[src/rtl/nmi_pulse_pkg.sv]
package nmi_pulse_pkg;

  localparam int NSRC    = 2;
  localparam int SRC_VBL = 0;
  localparam int SRC_DLI = 1;

  // Trigger window: counter and position compared with bit 0 dropped.
  function automatic logic in_pair_window(input logic [15:0] h,
                                          input logic [15:0] pos);
    return (h >> 1) == (pos >> 1);
  endfunction

  // Next status: newly seen sources always stick, a clear drops the rest.
  function automatic logic [NSRC-1:0] next_status(input logic [NSRC-1:0] cur,
                                                  input logic [NSRC-1:0] seen,
                                                  input logic            clr);
    return clr ? seen : (cur | seen);
  endfunction

endpackage

[src/rtl/nmi_trig_decode.sv]
module nmi_trig_decode #(
  parameter int HC_W     = 8,
  parameter int TRIG_POS = 6
) (
  input  logic [HC_W-1:0] hcount,
  output logic            win
);
  import nmi_pulse_pkg::*;

  localparam logic [15:0] POS16 = 16'(TRIG_POS);

  always_comb win = in_pair_window(16'(hcount), POS16);

endmodule

[src/rtl/nmi_enable_reg.sv]
module nmi_enable_reg #(
  parameter int NSRC = 2
) (
  input  logic            clk,
  input  logic            rst_n,
  input  logic            wr_en,
  input  logic            wr_sel,
  input  logic [NSRC-1:0] wr_data,
  output logic [NSRC-1:0] en_q
);
  logic load_en;
  always_comb load_en = wr_en && !wr_sel;

  always_ff @(posedge clk) begin
    if (!rst_n)       en_q <= '0;
    else if (load_en) en_q <= wr_data;
  end


  en_load_chk: assert property (@(posedge clk) disable iff (!rst_n)
    load_en |=> en_q == $past(wr_data));


  en_keep_chk: assert property (@(posedge clk) disable iff (!rst_n)
    !load_en |=> $stable(en_q));

endmodule

[src/rtl/nmi_status_reg.sv]
module nmi_status_reg #(
  parameter int NSRC = 2
) (
  input  logic            clk,
  input  logic            rst_n,
  input  logic [NSRC-1:0] seen,
  input  logic            clr,
  output logic [NSRC-1:0] st_q
);
  import nmi_pulse_pkg::*;

  always_ff @(posedge clk) begin
    if (!rst_n) st_q <= '0;
    else        st_q <= next_status(st_q, seen, clr);
  end


  st_clear_chk: assert property (@(posedge clk) disable iff (!rst_n)
    (clr && seen == '0) |=> st_q == '0);


  st_sticky_chk: assert property (@(posedge clk) disable iff (!rst_n)
    !clr |=> (st_q & $past(st_q)) == $past(st_q));

endmodule

[src/rtl/nmi_line_drive.sv]
module nmi_line_drive (
  input  logic clk,
  input  logic rst_n,
  input  logic fire_any,
  output logic nmi_n
);
  logic nmi_q;

  always_ff @(posedge clk) begin
    if (!rst_n) nmi_q <= 1'b0;
    else        nmi_q <= fire_any;
  end

  always_comb nmi_n = !nmi_q;

endmodule

[src/rtl/nmi_pulse_gen.sv]
module nmi_pulse_gen #(
  parameter int HC_W     = 8,
  parameter int TRIG_POS = 6,
  parameter int NSRC     = nmi_pulse_pkg::NSRC
) (
  input  logic            clk,
  input  logic            rst_n,
  input  logic [HC_W-1:0] hcount,
  input  logic            dli_req,
  input  logic            vbl_req,
  input  logic            wr_en,
  input  logic            wr_sel,
  input  logic [NSRC-1:0] wr_data,
  output logic            nmi_n,
  output logic [NSRC-1:0] nmi_status
);
  import nmi_pulse_pkg::*;

  logic            win;
  logic [NSRC-1:0] src;
  logic [NSRC-1:0] en_q;
  logic [NSRC-1:0] seen;
  logic [NSRC-1:0] fire;
  logic            fire_any;
  logic            st_clr;

  always_comb begin
    src          = '0;
    src[SRC_VBL] = vbl_req;
    src[SRC_DLI] = dli_req;
  end

  always_comb st_clr = wr_en && wr_sel;

  nmi_trig_decode #(.HC_W(HC_W), .TRIG_POS(TRIG_POS)) i_trig (
    .hcount (hcount),
    .win    (win)
  );

  nmi_enable_reg #(.NSRC(NSRC)) i_en (
    .clk     (clk),
    .rst_n   (rst_n),
    .wr_en   (wr_en),
    .wr_sel  (wr_sel),
    .wr_data (wr_data),
    .en_q    (en_q)
  );

  // Each source is gated by the shared window; status ignores the enables.
  for (genvar i = 0; i < NSRC; i++) begin : g_src
    always_comb seen[i] = win && src[i];
    always_comb fire[i] = seen[i] && en_q[i];
  end

  always_comb fire_any = |fire;

  nmi_status_reg #(.NSRC(NSRC)) i_st (
    .clk   (clk),
    .rst_n (rst_n),
    .seen  (seen),
    .clr   (st_clr),
    .st_q  (nmi_status)
  );

  nmi_line_drive i_drv (
    .clk      (clk),
    .rst_n    (rst_n),
    .fire_any (fire_any),
    .nmi_n    (nmi_n)
  );


  nmi_cause_chk: assert property (@(posedge clk) disable iff (!rst_n)
    !nmi_n |-> $past(win && (src & en_q) != '0));


  nmi_window_chk: assert property (@(posedge clk) disable iff (!rst_n)
    !$past(win) |-> nmi_n);


  for (genvar k = 0; k < NSRC; k++) begin : g_stchk

    st_origin_chk: assert property (@(posedge clk) disable iff (!rst_n)
      $rose(nmi_status[k]) |-> $past(win && src[k]));
  end

endmodule

[config.mk]
export PLATFORM = sky130hd
export DESIGN_NAME = nmi_pulse_gen
export DESIGN_NICKNAME = d
export VERILOG_FILES = /design/src/rtl/nmi_pulse_pkg.sv /design/src/rtl/nmi_trig_decode.sv /design/src/rtl/nmi_enable_reg.sv /design/src/rtl/nmi_status_reg.sv /design/src/rtl/nmi_line_drive.sv /design/src/rtl/nmi_pulse_gen.sv
export SDC_FILE = /design/constraint.sdc
export NUM_CORES = 1
export LEC_CHECK = 0
export BUFFER_PORTS_ARGS = -buffer_cell sky130_fd_sc_hd__clkbuf_2
export CORE_AREA = 10 10 47 49
export DETAILED_ROUTE_END_ITERATION = 8
export DIE_AREA = 0 0 57 59
export PLACE_DENSITY = 0.45
export SLEW_MARGIN = 15
export SYNTH_ARGS = -nofsm -noshare
export SYNTH_HDL_FRONTEND = slang
export SYNTH_HIERARCHICAL = 1
export SYNTH_SLANG_ARGS = --single-unit
[constraint.sdc]
create_clock -name clk -period 3 [get_ports clk]
set_clock_uncertainty 0.15 [all_clocks]
set_input_delay 0 -clock clk [delete_from_list [all_inputs] [get_ports clk]]
set_output_delay 0 -clock clk [all_outputs]
set_load 0.01 [all_outputs]
==> metrics.yaml <==
routing:
  drc: 0
  final_antenna_net_count: 0
  viasPerCell: 3.82
  routedWlPerCell_um: 9.68
  wirelength_um: 707
  drt-initial-drc-count: 0
  via_count: 279
  dr.pass1.iters: 1
synthesis:
  yosys.area.top_type: "dfxtp_1"
  syn-num-nets: 42
  yosysWarningCount: 6
  ys_ff_latch: 5
  synth.distinct_cells: 11
  syn_inst: 26
  synth.cell_area_um2: 240
  ys_seq_area_frac: 0.417
  syn_area_per_cell_um2: 9.24
  ys_top_cells_by_area: "dfxtp_1 (42%), and2_1 (10%), mux2i_1 (8.3%)"
  netlist.area_leader.share: 0.417
place:
  gp_congestion: 0.641
  numPortBuffers: 17
worst_setup_path:
  critical_path.max_fanout: 7
  cp-end-kind: "register"
  worst_ep_arrival_time_ps: 1970
  worst_r2r_path_depth: 3
  endpoint: "i_en/en_q[1]"
  crit_start: "rst_n"
  path_class: "in2reg"
  cp_data_required_time_ps: 3030
  startpoint_type: "input port"
  r2r-end: "i_st/st_q[1]"
  r2r_slack_ps: 1600
  reg2reg_from: "i_st/st_q[1]"
floorplan:
  die_w_um: 57
  fp.coreArea_um2: 1400
  fp.dieArea_um2: 3360
  rows: 14
  ios: 19
  die_h_um: 59
  start_util: 0.171
timing:
  worst_pin_slew_ps: 164
  relSlewSlack: 0.890
  finalCritPeriodShare: 0.648
  grt_setup_unrepaired: "no"
  fmax_ghz: 0.514
  maxSlewViolCount: 0
  period_minus_slack_ps: 1940
  setup-tns-final_ps: 0
  hold_violations: 0
  setup_viol: 0
pwr:
  fin_total_pwr_uw: 173
  leakage_uw: 0.000222
  powerDensity_nw_per_um2: 366
  ir_worst_vdd_v: 0.000124
global_routing:
  antenna_found_initial: 0
  grt_pass1_vias: 326
  grt_pass1_wl_um: 1290
  grt_use_total: 0.0500
  grt_max_degree: 8
  grt_overflow: 0
clocking:
  cts_buffers: 3
  htreeDepth: 1
  clockRootBuffer: "clkbuf_4"
  cts.clk_slew.worst_paths_ps: 40
  postCtsSetupBuffers: 0
  cts_tree: "built"
  insertion_delay_ps: 240
  cts_resized: 0
  hold_buffers: 10
  cts_sinks: 5
  clockBufferDepth: 2
flow_run:
  cap_violations: 0
finish:
  fill_cells: 161
  syn_to_final_growth_pct: 96.4
  drive_gt1_frac: 0.386
  fin_nets: 74
  antenna_cells: 0
worst_hold_path:
  hold_class: "in2reg"
  hold_depth: 4
status:
  status: "complete, no violations"
[synth_stat cells, drive strengths merged]
library cell and count:
dfxtp 5, and2 4, a22oi 1, o21a 2
nor3 1, inv 1, mux2i 2, nand2 5
or4 1, nor2b 4
[critical path: stages]
cell and delay (ps):
dlygate4sd3_1 520, clkbuf_2 160, nand2_1 60, dlygate4sd3_1 540, mux2i_1 130, dlygate4sd3_1 550
[power breakdown]
| part | total [µW] | switching [µW] | internal [µW] | leakage, µW |
|---|---|---|---|---|
| clock network | 77.9 | 27.6 | 50.3 | 0.0000150 |
| logic | 26.0 | 8.19 | 17.8 | 0.000167 |
| registers | 68.8 | 0.676 | 68.1 | 0.0000405 |
| total | 173 | 36.5 | 136 | 0.000222 |
[cell type report]
class | count | area (µm²) | share of cell area
Multi-Input combinational cell | 20 | 136 | 0.289
Sequential cell | 5 | 100 | 0.212
Clock buffer | 4 | 26.3 | 0.0557
Tap cell | 16 | 20.0 | 0.0424
Inverter | 1 | 3.75 | 0.00796
Timing Repair Buffer | 27 | 185 | 0.393
[cell families after synthesis]
logic type / count (synthesis) / share of synthesized area
mux: 2 / 0.0833
simple gates: 15 / 0.391
buf+inv: 1 / 0.0156
flops: 5 / 0.417
compound gates: 3 / 0.0937
[cell usage in the layout (no fill, tap or decap), types with 2 or more instances in the layout]
| master | netlist | routed |
|---|---|---|
| o21a_1 | 2 | 2 |
| clkbuf_4 | 0 | 3 |
| dlygate4sd3_1 | 0 | 10 |
| clkbuf_2 | 0 | 17 |
| nor2b_1 | 3 | 3 |
| mux2i_1 | 2 | 2 |
| dfxtp_1 | 5 | 5 |
| nand2_1 | 5 | 5 |
| and2_1 | 4 | 4 |
[sequential cells by signal, indices dropped and copies added, names as in the netlist]
signal and count:
i_st/st_q 2, i_drv/nmi_q 1, i_en/en_q 2
[worst min-delay path by stage]
stage	endpoint	start	slack [ps]
2_1_floorplan	i_st/st_q[0]	rst_n	-30
3_3_place_gp	i_en/en_q[1]	wr_data[1]	90
3_5_place_dp	i_en/en_q[1]	wr_data[1]	90
4_1_cts	i_drv/nmi_q	hcount[6]	20
5_1_grt	i_drv/nmi_q	hcount[6]	30
6_report	i_drv/nmi_q	hcount[6]	20
[per-layer routing]
metal  GRT usage  wire length, µm
met1      0.0390              237
met2      0.0822              416
met3      0.0322               53
met4      0.0503                0
met5           0                0
[stage by stage]
step / hold WS (ps) / instance area [µm²] / setup slack [ps] / utilization / instances
6_report: 20.1 / 472 / 1060 / 0.337 / 73
5_1_grt: 25.1 / 472 / 953 / 0.337 / 73
4_1_cts: 17.0 / 472 / 1070 / 0.337 / 73
3_5_place_dp: 89.1 / 345 / 1720 / 0.246 / 59
3_3_place_gp: 88.1 / 345 / 1710 / 0.246 / 59
2_1_floorplan: -32.5 / 240 / 1850 / - / 26
Power figures use the tool's default switching activity.
